`config.mk`:
```
export PLATFORM = sky130hd
export DESIGN_NAME = scl_timer
export DESIGN_NICKNAME = d
export VERILOG_FILES = /design/src/rtl/scl_timer_pkg.sv /design/src/rtl/scl_cfg_regs.sv /design/src/rtl/scl_phase_cnt.sv /design/src/rtl/scl_timer.sv
export SDC_FILE = /design/constraint.sdc
export NUM_CORES = 1
export LEC_CHECK = 0
export ABC_CLOCK_PERIOD_IN_PS = 5500
export BUFFER_PORTS_ARGS = -buffer_cell sky130_fd_sc_hd__clkbuf_2
export CORE_UTILIZATION = 55
export DETAILED_ROUTE_END_ITERATION = 10
export PLACE_DENSITY_LB_ADDON = 0.1
export SLEW_MARGIN = 10
export SYNTH_ARGS = -nofsm -noshare
export SYNTH_HDL_FRONTEND = slang
export SYNTH_SLANG_ARGS = --single-unit
```
`constraint.sdc`:
```
create_clock -name clk -period 5.5 [get_ports clk]
set_clock_uncertainty 0.1 [all_clocks]
set_input_delay 0.55 -clock clk [delete_from_list [all_inputs] [get_ports clk]]
set_output_delay 0.55 -clock clk [all_outputs]
set_load 0.03 [all_outputs]
```
`src/rtl/scl_timer_pkg.sv`:
```
package scl_timer_pkg;

  localparam int unsigned NUM_SPEEDS = 3;

  typedef enum logic [1:0] {
    PAIR_STD  = 2'd0,
    PAIR_FAST = 2'd1,
    PAIR_HS   = 2'd2
  } pair_e;

  // Map the two-bit speed field onto a count-pair index; zero falls back to standard.
  function automatic pair_e pair_from_field(input logic [1:0] fld);
    case (fld)
      2'd2:    return PAIR_FAST;
      2'd3:    return PAIR_HS;
      default: return PAIR_STD;
    endcase
  endfunction

  // Raise a programmed count to the floor value when it is too small.
  function automatic int unsigned floor_count(input int unsigned raw, input int unsigned lim);
    return (raw < lim) ? lim : raw;
  endfunction

endpackage

```
`src/rtl/scl_cfg_regs.sv`:
```
module scl_cfg_regs
  import scl_timer_pkg::*;
#(
  parameter int ADDR_W      = 8,
  parameter int CNT_W       = 16,
  parameter int CTRL_OFS    = 'h00,
  parameter int SPD_LSB     = 1,
  parameter int PAIR_BASE   = 'h14,
  parameter int PAIR_STRIDE = 8,
  parameter int LOW_DELTA   = 4,
  parameter logic [1:0] SPEED_RST = 2'd1,
  parameter logic [CNT_W-1:0] HIGH_RST [NUM_SPEEDS] = '{'h75, 'h15, 'h07},
  parameter logic [CNT_W-1:0] LOW_RST  [NUM_SPEEDS] = '{'h7C, 'h21, 'h0E}
) (
  input  logic              clk,
  input  logic              rst_n,
  input  logic              wr_ok,
  input  logic [ADDR_W-1:0] addr,
  input  logic [CNT_W-1:0]  wdata,
  output logic [CNT_W-1:0]  high_raw,
  output logic [CNT_W-1:0]  low_raw
);

  localparam logic [ADDR_W-1:0] CTRL_A = ADDR_W'(CTRL_OFS);

  logic [1:0]       speed_q;
  pair_e            sel_pair;
  logic [CNT_W-1:0] hi_arr [NUM_SPEEDS];
  logic [CNT_W-1:0] lo_arr [NUM_SPEEDS];

  always_ff @(posedge clk or negedge rst_n) begin
    if (!rst_n) begin
      speed_q <= SPEED_RST;
    end else if (wr_ok && addr == CTRL_A) begin
      speed_q <= wdata[SPD_LSB +: 2];
    end
  end

  for (genvar m = 0; m < NUM_SPEEDS; m++) begin : g_pair
    localparam logic [ADDR_W-1:0] HI_A = ADDR_W'(PAIR_BASE + m * PAIR_STRIDE);
    localparam logic [ADDR_W-1:0] LO_A = ADDR_W'(PAIR_BASE + m * PAIR_STRIDE + LOW_DELTA);
    logic [CNT_W-1:0] hi_q;
    logic [CNT_W-1:0] lo_q;

    always_ff @(posedge clk or negedge rst_n) begin
      if (!rst_n) begin
        hi_q <= HIGH_RST[m];
        lo_q <= LOW_RST[m];
      end else begin
        if (wr_ok && addr == HI_A) hi_q <= wdata;
        if (wr_ok && addr == LO_A) lo_q <= wdata;
      end
    end

    assign hi_arr[m] = hi_q;
    assign lo_arr[m] = lo_q;
  end

  assign sel_pair = pair_from_field(speed_q);
  assign high_raw = hi_arr[sel_pair];
  assign low_raw  = lo_arr[sel_pair];

endmodule

```
`src/rtl/scl_phase_cnt.sv`:
```
module scl_phase_cnt #(
  parameter int CNT_W = 16
) (
  input  logic             clk,
  input  logic             rst_n,
  input  logic             run,
  input  logic [CNT_W-1:0] high_len,
  input  logic [CNT_W-1:0] low_len,
  output logic             scl,
  output logic             rise_tick,
  output logic             fall_tick
);

  logic [CNT_W-1:0] cnt_q;
  logic             phase_done;

  assign phase_done = (cnt_q == '0);

  always_ff @(posedge clk or negedge rst_n) begin
    if (!rst_n) begin
      scl       <= 1'b1;
      cnt_q     <= '0;
      rise_tick <= 1'b0;
      fall_tick <= 1'b0;
    end else if (!run) begin
      scl       <= 1'b1;
      cnt_q     <= '0;
      rise_tick <= 1'b0;
      fall_tick <= 1'b0;
    end else begin
      rise_tick <= 1'b0;
      fall_tick <= 1'b0;
      if (!phase_done) begin
        cnt_q <= cnt_q - 1'b1;
      end else if (scl) begin
        scl       <= 1'b0;
        cnt_q     <= low_len - 1'b1;
        fall_tick <= 1'b1;
      end else begin
        scl       <= 1'b1;
        cnt_q     <= high_len - 1'b1;
        rise_tick <= 1'b1;
      end
    end
  end

endmodule

```
`src/rtl/scl_timer.sv`:
```
module scl_timer
  import scl_timer_pkg::*;
#(
  parameter int ADDR_W  = 8,
  parameter int CNT_W   = 16,
  parameter int MIN_CNT = 6
) (
  input  logic              clk,
  input  logic              rst_n,
  input  logic              ctl_enable,
  input  logic              cfg_we,
  input  logic [ADDR_W-1:0] cfg_addr,
  input  logic [CNT_W-1:0]  cfg_wdata,
  output logic              scl_o,
  output logic              scl_rise_o,
  output logic              scl_fall_o
);

  logic             cfg_wr_ok;
  logic [CNT_W-1:0] high_raw;
  logic [CNT_W-1:0] low_raw;
  logic [CNT_W-1:0] high_eff;
  logic [CNT_W-1:0] low_eff;

  // Configuration is frozen while the controller runs.
  assign cfg_wr_ok = cfg_we && !ctl_enable;

  always_comb begin
    high_eff = CNT_W'(floor_count(32'(high_raw), MIN_CNT));
    low_eff  = CNT_W'(floor_count(32'(low_raw), MIN_CNT));
  end

  scl_cfg_regs #(
    .ADDR_W (ADDR_W),
    .CNT_W  (CNT_W)
  ) u_regs (
    .clk      (clk),
    .rst_n    (rst_n),
    .wr_ok    (cfg_wr_ok),
    .addr     (cfg_addr),
    .wdata    (cfg_wdata),
    .high_raw (high_raw),
    .low_raw  (low_raw)
  );

  scl_phase_cnt #(
    .CNT_W (CNT_W)
  ) u_phase (
    .clk       (clk),
    .rst_n     (rst_n),
    .run       (ctl_enable),
    .high_len  (high_eff),
    .low_len   (low_eff),
    .scl       (scl_o),
    .rise_tick (scl_rise_o),
    .fall_tick (scl_fall_o)
  );

endmodule

```
==> summary.md, run 1 <==
| Metric | Value |
|---|---|
| Most frequent cells in the layout | `mux2_2, dfrtp_1, mux2i_1, clkbuf_2, dfstp_2` |
| DRT Pass-1 Iters | `4` |
| Yosys top cell area share | `39.9%` |
| Max-slew violation count | `0` |
| Hold_ws | `0.0525 ns` |
| I/O pin cnt | `31` |
| Routability cong. | `0.987` |
| Post-synthesis cell area | `5900 µm²` |
| Die height | `106 µm` |
| Diodes inserted | `0` |
| Minimum clock period | `4.45 ns` |
| Post-CTS Resized | `0` |
| Largest stage delay, worst path | `0.80 ns` |
| Synthesized flop and latch total | `117` |
| VDD IR max | `297 µV` |
| Final Hold Fails | `0` |
| Clock slew at reported path FFs | `0.06 ns` |
| Period utilisation layout | `80.9%` |
| Die W | `106 µm` |
| WS Path Type | `flop to flop` |
| Drt wl/cell | `21.0 µm` |
| P_leak | `3.22 nW` |
| Site row count | `37` |
| Post-synthesis sequential area ratio | `50.1%` |
| Setup-failing EPs final | `0` |
| Final worst setup slack | `1.05 ns` |
| Crit path required time | `5.81 ns` |
| Layout cells sized above 1 | `41.0%` |
| Largest area contributor in the netlist | `dfrtp_1` |
| Vias in the first global route | `4,047` |
| Fmax | `225 MHz` |
| Area delta synth->final | `14.1%` |
| Core Area | `10,400 µm²` |
| Commonest non-fill, non-tap cell in the layout | `mux2_2` |
| MaxCap Viol Count | `0` |
| Number of remaining DRC errors | `0` |
| Bufs and invs on worst path | `2` |
| Status | `complete, no violations` |
| Setup crit end kind | `flop` |
| Post-Route WL | `13,600 µm` |
| Initial antenna violation count | `0` |
| Final non-filler cell total | `648` |
| CP Cell Sequence | `buf_4 > mux2_2 > mux2i_1 > or4bb_1 > o41a_1 > a221o_2 > clkinv_1 > ha_1 > and2_1 > o211a_2 > nand4_1 > mux2_1` |
| Cts-stage hold buffer count | `0` |
| # port buffers | `30` |
| Unique masters post-synth | `61` |
| Post-route ant nets | `0` |
| R2R Path End | `u_phase.cnt_q[10]$_DFF_PN0_` |
| Post-CTS Repair Setup Buffers | `0` |
| CP max stage cell | `dfstp_2` |
| Clk sink count | `117` |
| Worst reg-to-reg setup slack | `1.05 ns` |
| DR iter-0 viols | `202` |
| Global route overflow | `0` |
| Mapped Nets | `495` |
| Startpoint types | `flop` |
| Main synth FF type | `dfrtp_1` |
| Gate Count Post-Synth | `466` |
| Pwr dens | `400 nW/µm²` |
| Util after Layout | `64.9%` |
| Crit-path leading delay family | `compound AO/OA/AOI/OAI gates` |
| Initial Util | `56.9%` |
| CP Max Fanout | `16` |
| EDFF count, synth | `0` |
| Synth area leaders | `dfrtp_1, mux2_2, dfstp_2` |
| Slew HR | `27.9%` |
| First-pass GRT wire length | `22,100 µm` |
| Synthesis Warnings | `0` |
| FFs w/ async S/R, synth | `100%` |
| Worst-margin pin slew | `1.08 ns` |
| Reg2reg start | `u_regs.speed_q[0]$_DFFE_PN1P_` |
| CTS Buffer Depth | `2` |
| Worst-case reg-to-reg path depth | `12` |
| Setup TNS | `0 ns` |
| Placed insts | `616` |
| H-tree lvl count | `4` |
| Fillers | `822` |
| Final #Nets | `528` |
| Die ar. | `11,100 µm²` |
| Via Count | `3,963` |
| Largest net degree at the start of global routing | `75` |
| Hold Path Class | `input port to asynchronous set/reset pin` |
| GRT Util Overall | `26.9%` |
| Post-DR vias/cell | `6.12` |
| Post-detail-place hpwl | `9170 µm` |
| Inserted Clock Buffers | `17` |
| Instance count on the critical path | `12` |
| Syn Area/Cell | `12.7 µm²` |
| Setup WS pre-CTS | `1.06 ns` |
| Root buf cell | `clkbuf_8` |
| RSZ-0062 raised after global routing | `false` |
| Clock latency on the worst-skew pair | `0.54 ns` |
| CTS tree | `built` |
| Crit path DAT | `4.76 ns` |
[cell usage after synthesis, drive strengths merged, types with 5 or more instances]
| cell type | count |
|---|---|
| a21oi | 17 |
| and2 | 6 |
| buf | 9 |
| clkbuf | 14 |
| dfrtp | 94 |
| dfstp | 23 |
| inv | 5 |
| mux2 | 123 |
| mux2i | 42 |
| nand2 | 15 |
| nand3 | 8 |
| nand4 | 6 |
| nor2 | 21 |
| nor3 | 7 |
| nor4 | 9 |
| o21ai | 7 |
[cell type report]
| cell class | count | area [µm²] | area share [%] |
|---|---|---|---|
| tap | 136 | 170 | 2.53 |
| sequential | 117 | 2960 | 43.9 |
| clock inverter | 14 | 153 | 2.27 |
| timing repair buffer | 37 | 205 | 3.05 |
| clock buffer | 18 | 418 | 6.20 |
| inverter | 6 | 22.5 | 0.334 |
| multi-input combinational | 320 | 2810 | 41.7 |
[cell families after synthesis]
group / Yosys count / share of synthesized area [%]
buffers and inverters: 29 / 2.29
AND/OR/NAND/NOR: 95 / 9.42
adder cells (fa/ha/maj): 1 / 0.212
flip-flops: 117 / 50.1
AO/OA/AOI/OAI: 56 / 6.64
XOR/XNOR: 2 / 0.297
multiplexers: 166 / 31.0
[worst max-delay path by stage]
stage	end	startpoint	slack (ns)
floorplan	u_phase.cnt_q[10]$_DFF_PN0_	u_regs.speed_q[1]$_DFFE_PN0P_	1.65
global placement	u_phase.cnt_q[10]$_DFF_PN0_	u_regs.speed_q[0]$_DFFE_PN1P_	1.17
detailed placement	u_phase.cnt_q[10]$_DFF_PN0_	u_regs.speed_q[0]$_DFFE_PN1P_	1.06
CTS	u_phase.cnt_q[10]$_DFF_PN0_	u_regs.speed_q[0]$_DFFE_PN1P_	1.07
global route	u_phase.cnt_q[10]$_DFF_PN0_	u_regs.speed_q[0]$_DFFE_PN1P_	0.86
finish	u_phase.cnt_q[10]$_DFF_PN0_	u_regs.speed_q[0]$_DFFE_PN1P_	1.05
[power by group]
| part | leakage (nW) | total (mW) | internal [mW] | switching, mW |
|---|---|---|---|---|
| clock | 0.268 | 1.06 | 0.647 | 0.416 |
| sequential | 1.53 | 1.02 | 0.937 | 0.0834 |
| combinational | 1.42 | 0.613 | 0.247 | 0.366 |
[registers in the layout, indices dropped and copies added (netlist names)]
signal / count
u_phase.cnt_q: 16
u_phase.fall_tick: 1
u_phase.rise_tick: 1
u_phase.scl: 1
u_regs.g_pair.hi_q: 48
u_regs.g_pair.lo_q: 48
u_regs.speed_q: 2
[layer usage]
metal / GRT usage, % / vias up / routed length (µm)
li1: - / 1805 / -
met1: 36.3 / 2055 / 6180
met2: 40.7 / 83 / 6400
met3: 8.91 / 20 / 756
met4: 9.52 / 0 / 248
met5: 0 / - / 0
[metrics by stage]
| stage | power, mW | cell area (µm²) |
|---|---|---|
| 4_1_cts | 2.69 | 6740 |
| 3_5_place_dp | 1.63 | 6160 |
| 5_1_grt | 2.81 | 6740 |
| 3_3_place_gp | 1.63 | 6160 |
| 6_report | 2.70 | 6740 |
| 2_1_floorplan | 1.47 | 5900 |
[worst register-to-register path, stage by stage, from the launching register on]
cell and delay [ns]:
dfstp_2 0.80, buf_4 0.29, mux2_2 0.35, mux2i_1 0.18, or4bb_1 0.50, o41a_1 0.46
a221o_2 0.50, clkinv_1 0.09, ha_1 0.17, and2_1 0.15, o211a_2 0.27, nand4_1 0.13
mux2_1 0.33
Note: power is estimated with default switching activity, not from simulation.
==> run 2: changes to the inputs <==
Settings changed: ABC_CLOCK_PERIOD_IN_PS 5500 to 3900.
Clock period 5.5 ns to 3.9 ns, I/O delays scaled along.
==> run 2 against run 1 <==
Sequential power up 37%. Clock power is 54% higher. Largest cell class unchanged. Die area unchanged. Non-clock buffer count is 41 higher. Maximum frequency increased by 17%. Critical endpoint unchanged. Largest power group unchanged.
==> summary.md, run 2 (same netlist as run 1, synthesis figures left out) <==
| Metric | Value |
|---|---|
| Largest net degree at the start of global routing | `72 (-4.0%)` |
| WS Path Type | `flop to flop` |
| Most frequent cells in the layout | `mux2_2, dfrtp_1, buf_4, mux2i_1, clkbuf_2` |
| Die height | `106 µm (unchanged)` |
| Inserted Clock Buffers | `17 (unchanged)` |
| Fmax | `263 MHz (+17%)` |
| Util after Layout | `69.8% (+4.8 points)` |
| Setup-failing EPs final | `0 (unchanged)` |
| Core Area | `10,400 µm² (unchanged)` |
| Vias in the first global route | `4,279 (+5.7%)` |
| CP Max Fanout | `8 (-8)` |
| I/O pin cnt | `31 (unchanged)` |
| VDD IR max | `388 µV (+31%)` |
| Area delta synth->final | `22.6%` |
| Period utilisation layout | `97.6% (+17 points)` |
| Initial Util | `56.9% (unchanged)` |
| Final non-filler cell total | `689 (+6.3%)` |
| DR iter-0 viols | `217 (+7.4%)` |
| CTS tree | `built` |
| Hold EP | `u_regs.g_pair[1].lo_q[9]$_DFFE_PN0P_` |
| Die W | `106 µm (unchanged)` |
| Reg2reg start | `u_regs.speed_q[0]$_DFFE_PN1P_` |
| Worst-case reg-to-reg path depth | `13 (+1)` |
| Startpoint types | `flop` |
| CTS Buffer Depth | `2 (unchanged)` |
| MaxCap Viol Count | `0 (unchanged)` |
| Final Hold Fails | `0 (unchanged)` |
| Worst reg-to-reg setup slack | `0.09 ns (-0.96 ns)` |
| Status | `complete, no violations` |
| Hold Path Class | `input port to flop` |
| Post-DR vias/cell | `6.07 (-0.75%)` |
| P_leak | `3.48 nW (+8.2%)` |
| Max-slew violation count | `0 (unchanged)` |
| Site row count | `37 (unchanged)` |
| Min-Delay Startpoint | `cfg_wdata[9]` |
| Pwr dens | `563 nW/µm² (+41%)` |
| Die ar. | `11,100 µm² (unchanged)` |
| Routability cong. | `0.996 (+0.90%)` |
| Drt wl/cell | `21.1 µm (+0.88%)` |
| Placed insts | `644 (+4.5%)` |
| Final worst setup slack | `0.0943 ns (-0.958 ns)` |
| Layout cells sized above 1 | `47.7% (+6.7 points)` |
| First-pass GRT wire length | `23,100 µm (+4.4%)` |
| Final #Nets | `569 (+7.8%)` |
| Setup TNS | `0 ns (unchanged)` |
| Post-detail-place hpwl | `9720 µm (+5.9%)` |
| Root buf cell | `clkbuf_8` |
| Crit path required time | `4.21 ns (-1.60 ns)` |
| Number of remaining DRC errors | `0 (unchanged)` |
| Clk sink count | `117 (unchanged)` |
| DP Area | `6400 µm² (+3.8%)` |
| Slew HR | `38.6% (+11 points)` |
| Diodes inserted | `0 (unchanged)` |
| Clock latency on the worst-skew pair | `0.53 ns (about the same)` |
| Via Count | `4,182 (+5.5%)` |
| R2R Path End | `u_phase.cnt_q[10]$_DFF_PN0_` |
| CP Cell Sequence | `buf_6 > mux2_1 > mux2i_2 > nand4_1 > or4_4 > and2_4 > a221o_2 > inv_2 > ha_4 > and2_4 > o211a_4 > nand4_1 > mux2_4` |
| RSZ-0062 raised after global routing | `false` |
| Setup crit end kind | `flop` |
| Largest stage delay, worst path | `0.71 ns (-0.09 ns)` |
| CP max stage cell | `dfstp_4` |
| Worst-margin pin slew | `0.921 ns (-0.156 ns)` |
| Initial antenna violation count | `0 (unchanged)` |
| Fillers | `748 (-9.0%)` |
| GRT Util Overall | `28.0% (+1.1 points)` |
| Hold Crit Depth | `2` |
| Minimum clock period | `3.81 ns (-0.642 ns)` |
| Post-route ant nets | `0 (unchanged)` |
| Setup WS pre-CTS | `-0.00659 ns (-1.07 ns)` |
| Commonest non-fill, non-tap cell in the layout | `mux2_2` |
| Leading registers by flop count | `u_regs.g_pair.hi_q (48), u_regs.g_pair.lo_q (48), u_phase.cnt_q (16)` |
| Post-Route WL | `14,600 µm (+7.3%)` |
| Crit-path leading delay family | `simple AND/OR/NAND/NOR gates` |
| Crit path DAT | `4.12 ns (-0.64 ns)` |
| DRT Pass-1 Iters | `5 (+1)` |
| Bufs and invs on worst path | `2 (unchanged)` |
| H-tree lvl count | `4 (unchanged)` |
| # port buffers | `30 (unchanged)` |
| Global route overflow | `0 (unchanged)` |
| Final Cell Area | `7230 µm² (+7.4%)` |
| Clock slew at reported path FFs | `0.06 ns (about the same)` |
==> run 2: where the power goes <==
| part | switching [mW] | internal (mW) | total [mW] |
|---|---|---|---|
| Sequential | 0.0800 | 1.32 | 1.40 |
| Clock | 0.540 | 1.09 | 1.63 |
| Combinational | 0.594 | 0.453 | 1.05 |
==> run 2: layout make-up <==
cell class	instances	area [µm²]	area share (%)
clock buffers	23	467	6.45
clock inverters	9	151	2.09
inverters	6	22.5	0.311
multi-input cells	320	2890	39.9
flip-flops and latches	117	2960	40.9
well taps	136	170	2.35
repair buffers	78	577	7.97
==> run 2: routing by layer <==
metal / vias to the layer above / track usage, % / share of wire (%)
li1: 1901 / - / -
met1: 2132 / 36.3 / 44
met2: 129 / 46.2 / 49
met3: 20 / 6.62 / 4.8
met4: 0 / 10.0 / 1.8
met5: - / 0 / 0
==> run 2: what timing repair did <==
item,CTS,global route
pin swaps,0,4
gates resized for setup,0,26
gates cloned,0,1
hold buffers,1,0
endpoints found under the setup margin,2,5
hold endpoints to repair,60,0
setup buffers,2,9
==> run 2: worst max path at each step <==
stage / from / to / cells after the start / slack (ns)
3_5_place_dp: u_regs.speed_q[0]$_DFFE_PN1P_ / u_phase.cnt_q[12]$_DFF_PN0_ / 12 / -0.007
3_3_place_gp: u_regs.speed_q[0]$_DFFE_PN1P_ / u_phase.cnt_q[10]$_DFF_PN0_ / 13 / 0.07
6_report: u_regs.speed_q[0]$_DFFE_PN1P_ / u_phase.cnt_q[10]$_DFF_PN0_ / 13 / 0.09
4_1_cts: u_regs.speed_q[0]$_DFFE_PN1P_ / u_phase.cnt_q[10]$_DFF_PN0_ / 12 / 0.04
5_1_grt: u_regs.speed_q[0]$_DFFE_PN1P_ / u_phase.cnt_q[10]$_DFF_PN0_ / 13 / 0.005
2_1_floorplan: u_regs.speed_q[1]$_DFFE_PN0P_ / u_phase.cnt_q[10]$_DFF_PN0_ / 13 / 0.05
==> run 2: stage by stage <==
step           hold WS [ns]  total power [mW]
6_report             0.0630              4.07
5_1_grt              0.0540              4.25
4_1_cts              0.0471              4.02
3_5_place_dp          0.386              2.37
3_3_place_gp          0.382              2.36
2_1_floorplan      -0.00559              2.07
